===== config.mk =====
export PLATFORM = sky130hd
export DESIGN_NAME = can_sig_seq
export DESIGN_NICKNAME = d
export VERILOG_FILES = /design/src/rtl/can_sig_pkg.sv /design/src/rtl/can_sig_bitcnt.sv /design/src/rtl/can_sig_txdrv.sv /design/src/rtl/can_sig_seq.sv
export SDC_FILE = /design/constraint.sdc
export NUM_CORES = 1
export LEC_CHECK = 0
export ABC_CLOCK_PERIOD_IN_PS = 3750
export BUFFER_PORTS_ARGS = -buffer_cell sky130_fd_sc_hd__buf_2
export CAP_MARGIN = 30
export CORE_UTILIZATION = 35
export DETAILED_ROUTE_END_ITERATION = 16
export PLACE_DENSITY = 0.61
export RECOVER_POWER = 100
export SETUP_SLACK_MARGIN = 0.5
export SLEW_MARGIN = 20
export SYNTH_ARGS = -nofsm -noshare
export SYNTH_HDL_FRONTEND = slang
export SYNTH_HIERARCHICAL = 1
export SYNTH_SLANG_ARGS = --single-unit

===== constraint.sdc =====
create_clock -name clk -period 3.75 [get_ports clk]
set_input_delay 0.375 -clock clk [delete_from_list [all_inputs] [get_ports clk]]
set_output_delay 0.375 -clock clk [all_outputs]
set_load 0.02 [all_outputs]

===== src/rtl/can_sig_pkg.sv =====
package can_sig_pkg;

  typedef enum logic [2:0] {
    PH_IDLE   = 3'd0,
    PH_FRAME  = 3'd1,
    PH_EFLAG  = 3'd2,
    PH_OFLAG  = 3'd3,
    PH_WAIT   = 3'd4,
    PH_DELIM  = 3'd5,
    PH_INTERM = 3'd6
  } can_phase_e;

  // True when a zero-based bit position is the final one of a field of len bits.
  function automatic logic slot_is_last(input int unsigned pos, input int unsigned len);
    return pos == len - 1;
  endfunction

  function automatic int unsigned max3(input int unsigned a, input int unsigned b,
                                       input int unsigned c);
    int unsigned m;
    m = (a > b) ? a : b;
    return (m > c) ? m : c;
  endfunction

  // Level driven on the bus for a phase: only flags may be dominant (0).
  function automatic logic drive_level(input can_phase_e ph, input logic passive_flag);
    case (ph)
      PH_EFLAG: return passive_flag;
      PH_OFLAG: return 1'b0;
      default:  return 1'b1;
    endcase
  endfunction

endpackage


===== src/rtl/can_sig_bitcnt.sv =====
module can_sig_bitcnt #(
  parameter int unsigned CW = 4
) (
  input  logic          clk,
  input  logic          rst,
  input  logic          ld,
  input  logic [CW-1:0] ld_val,
  input  logic          inc,
  output logic [CW-1:0] cnt
);
  always_ff @(posedge clk) begin
    if (rst)      cnt <= '0;
    else if (ld)  cnt <= ld_val;
    else if (inc) cnt <= cnt + 1'b1;
  end
endmodule


===== src/rtl/can_sig_txdrv.sv =====
module can_sig_txdrv
  import can_sig_pkg::*;
(
  input  can_phase_e ph,
  input  logic       passive_flag,
  output logic       tx_bit
);
  always_comb tx_bit = drive_level(ph, passive_flag);
endmodule


===== src/rtl/can_sig_seq.sv =====
module can_sig_seq
  import can_sig_pkg::*;
#(
  parameter int unsigned FLAG_BITS   = 6,
  parameter int unsigned DELIM_BITS  = 8,
  parameter int unsigned INTERM_BITS = 3
) (
  input  logic       clk,
  input  logic       rst,
  input  logic       bit_tick,
  input  logic       bus_rx,
  input  logic       err_det,
  input  logic       err_passive,
  input  logic       frame_end,
  output logic       tx_bit,
  output logic [2:0] phase,
  output logic       sof_pulse,
  output logic       ovl_pulse
);
  localparam int unsigned LONGEST = max3(FLAG_BITS, DELIM_BITS, INTERM_BITS);
  localparam int unsigned CW      = $clog2(LONGEST + 1);

  can_phase_e    st_q, st_d;
  logic          pas_q, pas_d;
  logic [CW-1:0] cnt;
  logic          cnt_ld, cnt_inc;
  logic [CW-1:0] cnt_ldv;

  // Named internal events, used by the checker.
  logic bus_dom_w, flag_last_w, delim_last_w, interm_last_w;
  assign bus_dom_w     = ~bus_rx;
  assign flag_last_w   = slot_is_last(32'(cnt), FLAG_BITS);
  assign delim_last_w  = slot_is_last(32'(cnt), DELIM_BITS);
  assign interm_last_w = slot_is_last(32'(cnt), INTERM_BITS);

  always_comb begin
    st_d      = st_q;
    pas_d     = pas_q;
    cnt_ld    = 1'b0;
    cnt_ldv   = '0;
    cnt_inc   = 1'b0;
    sof_pulse = 1'b0;
    ovl_pulse = 1'b0;
    if (bit_tick) begin
      case (st_q)
        PH_IDLE, PH_FRAME: begin
          if (err_det) begin
            st_d   = PH_EFLAG;
            pas_d  = err_passive;
            cnt_ld = 1'b1;
          end else if (st_q == PH_IDLE && bus_dom_w) begin
            st_d      = PH_FRAME;
            sof_pulse = 1'b1;
          end else if (st_q == PH_FRAME && frame_end) begin
            st_d   = PH_INTERM;
            cnt_ld = 1'b1;
          end
        end
        PH_EFLAG, PH_OFLAG: begin
          if (flag_last_w) st_d = PH_WAIT;
          else             cnt_inc = 1'b1;
        end
        PH_WAIT: begin
          if (!bus_dom_w) begin
            st_d    = PH_DELIM;
            cnt_ld  = 1'b1;
            cnt_ldv = CW'(1);
          end
        end
        PH_DELIM: begin
          if (bus_dom_w) begin
            st_d   = PH_EFLAG;
            pas_d  = err_passive;
            cnt_ld = 1'b1;
          end else if (delim_last_w) begin
            st_d   = PH_INTERM;
            cnt_ld = 1'b1;
          end else begin
            cnt_inc = 1'b1;
          end
        end
        PH_INTERM: begin
          if (bus_dom_w) begin
            if (interm_last_w) begin
              st_d      = PH_FRAME;
              sof_pulse = 1'b1;
            end else begin
              st_d      = PH_OFLAG;
              ovl_pulse = 1'b1;
              cnt_ld    = 1'b1;
            end
          end else if (interm_last_w) begin
            st_d = PH_IDLE;
          end else begin
            cnt_inc = 1'b1;
          end
        end
        default: st_d = PH_IDLE;
      endcase
    end
  end

  always_ff @(posedge clk) begin
    if (rst) begin
      st_q  <= PH_IDLE;
      pas_q <= 1'b0;
    end else begin
      st_q  <= st_d;
      pas_q <= pas_d;
    end
  end

  can_sig_bitcnt #(.CW(CW)) u_cnt (
    .clk(clk), .rst(rst), .ld(cnt_ld), .ld_val(cnt_ldv), .inc(cnt_inc), .cnt(cnt)
  );

  can_sig_txdrv u_tx (.ph(st_q), .passive_flag(pas_q), .tx_bit(tx_bit));

  assign phase = st_q;
endmodule


==> out/results.txt <==
Io pins - 13
Crit share post-route - 62.2%
CTS clk-pin slew, worst paths - 0.05 ns
Pint - 0.000178 W
P_leak - 0.293 nW
Clock buffer depth - 2
Number of enable flip-flop cells after synthesis - 0
Vias/cell - 5.09
Number of global-route vias before repair - 471
Setup Total Neg Slack - 0 ns
Crit-path max FO - 6
FMAX - 0.429 GHz
First-pass GRT wire length - 2170 um
CTS tree - done
PostCTS Resize Cnt - 0
Drt pass-1 iters - 4
Final worst clock skew - 0.000870 ns
Cells after Synth - 87
Fin. Hold Viols - 0
Fin Hold WS - 0.365 ns
GRT Overall Usage - 14.0%
Antenna violations before repair - 0
RSZ-0062 raised after global routing - false
Asr flop ratio synth - 0%
Detailed Place HPWL - 1060 um
Critical Path RT - 3.38 ns
Maximum VDD drop - 0.244 mV
Net Switching - 0.000104 W
Area delta synth->final - 8.56%
Min Tclk post-route - 2.33 ns
Synth Register Bits - 8
Switching share of power - 36.9%
Setup violations, final - 0
PD cells - 356 nW/um^2
Proportion of power drawn by combinational gates - 35.3%
FP Rows - 16
Setup Slack @ Placement - 1.49 ns
Worst Setup Slack, final - 1.42 ns
Die area - 2270 um^2
CP Launch Type - flop
Mapped Area - 731 um^2
Clk_lat worst skew - 0.25 ns
Cts bufs inserted - 3
Number of buffers inserted by port buffering - 12
Max Cap Violations - 0
Hold-fix buffers at CTS - 0
Cell variety after synth - 41
Global route total overflow - 0
Most frequent cells in the layout - nor2_1 (8), dfxtp_1 (8), clkbuf_1 (7), a21oi_1 (6), buf_2 (6)
Placer congestion estimate - 0.823
DR iter-0 viols - 19
Largest net degree at the start of global routing - 19
Status - complete, no violations
Routed length per instance - 11.2 um
Starting density of the core - 37.2%
DIE HEIGHT - 47.7 um
Via count - 646
Clock sink count - 8
Slew @ Worst Pin - 0.791 ns
Power share of the clock group - 22.7%
Postcts setup bufs - 0
DRT Wirelength - 1430 um
H-tree depth reported by CTS - 1
Critical Path AT - 1.96 ns
Reg power frac - 42.0%
Filler Cell Count - 223
Mean Syn Cell Area - 8.40 um^2
Hold Crit Depth - 3
Sequential-to-total area share from yosys stat - 21.9%
Core ar. - 1960 um^2
CTS root buffer - clkbuf_4
Synth Flop Type - dfxtp_1
Slew margin rel. - 46.5%
Die W - 47.7 um
Max-slew violation count - 0
N_diodes - 0
Setup CP Type - flop to output pin
Tot Pwr - 0.000282 W
ANT nets after route - 0
Hold Path Class - input pin to flop
Net count reported at finish - 110
Drt drc - 0
Share of cells above drive strength 1 - 15.0%
Reg2Reg Depth - 7
Final core occ - 40.4%
Crit. End Element - output pin
Synth Warn # - 6
==> through the flow <==
stage / area (um^2) / std cells
4_1_cts: 815 / 126
5_1_grt: 793 / 127
6_report: 793 / 127
2_1_floorplan: 738 / 89
3_3_place_gp: 792 / 123
3_5_place_dp: 792 / 123
==> path summary, 6_finish.rpt <==
| kind | from | slack (ns) | endpoint |
|---|---|---|---|
| worst max-delay path | u_cnt/cnt[0] | 1.42 | ovl_pulse |
| worst min-delay path | err_passive | 0.36 | pas_q |
| worst max register to register | u_cnt/cnt[0] | 1.51 | u_cnt/cnt[2] |
| worst min register to register | pas_q | 0.50 | pas_q |
==> cells in the mapped netlist (2+ instances only) <==
| cell type | n | area, um^2 |
|---|---|---|
| nor2_1 | 8 | 30.0 |
| nand2b_1 | 2 | 12.5 |
| a31oi_1 | 2 | 12.5 |
| mux2i_1 | 5 | 50.1 |
| o21ai_0 | 2 | 10.0 |
| a21oi_1 | 6 | 30.0 |
| o21a_1 | 2 | 15.0 |
| inv_1 | 5 | 18.8 |
| nor3b_4 | 2 | 37.5 |
| buf_6 | 2 | 22.5 |
| nand2_1 | 5 | 18.8 |
| dfxtp_1 | 8 | 160 |
| xnor2_1 | 2 | 17.5 |
| buf_2 | 2 | 10.0 |
| nor2b_1 | 2 | 12.5 |
| nand3b_1 | 2 | 15.0 |
| nor3_1 | 3 | 15.0 |
| a211oi_1 | 4 | 30.0 |
==> registers in the layout, indices dropped and copies added, names as in the netlist <==
register	count
u_cnt/cnt	4
phase	3
pas_q	1
==> layout make-up <==
cell class / instances / area, um^2 / area share, %
Multi-Input combinational cell: 71 / 502 / 63.2
Clock buffer: 3 / 22.5 / 2.84
Sequential cell: 8 / 160 / 20.2
Tap cell: 27 / 33.8 / 4.26
Inverter: 5 / 18.8 / 2.37
Timing Repair Buffer: 13 / 56.3 / 7.10
==> metal layers <==
metal | vias up | GRT usage [%] | wire length, um
li1 | 341 | - | -
met1 | 291 | 21.3 | 776
met2 | 12 | 18.1 | 592
met3 | 2 | 2.26 | 42
met4 | 0 | 8.33 | 14
met5 | - | 0 | 0
==> cell families after synthesis <==
| family | share of synthesized area (%) |
|---|---|
| buffers and inverters | 8.05 |
| flip-flops | 21.9 |
| AO/OA/AOI/OAI | 22.1 |
| AND/OR/NAND/NOR | 33.7 |
| other | 0.513 |
| multiplexers | 8.39 |
| XOR/XNOR | 3.60 |
| adder cells (fa/ha/maj) | 1.71 |
==> critical path: stages (launching register included) <==
cell and delay, ns:
dfxtp_1 0.36, nor4b_1 0.73, nor2b_1 0.21, and4_1 0.25, clkbuf_1 0.16
==> power by group through the flow <==
stage	clock network, W	registers, W	logic, W
3_3_place_gp	0	0.000120	0.000104
4_1_cts	0.0000668	0.000119	0.000104
6_report	0.0000641	0.000119	0.0000996
3_5_place_dp	0	0.000121	0.000104
5_1_grt	0.0000716	0.000122	0.000111
2_1_floorplan	0	0.000115	0.0000916
No activity file was read; power rests on OpenSTA's default activity.
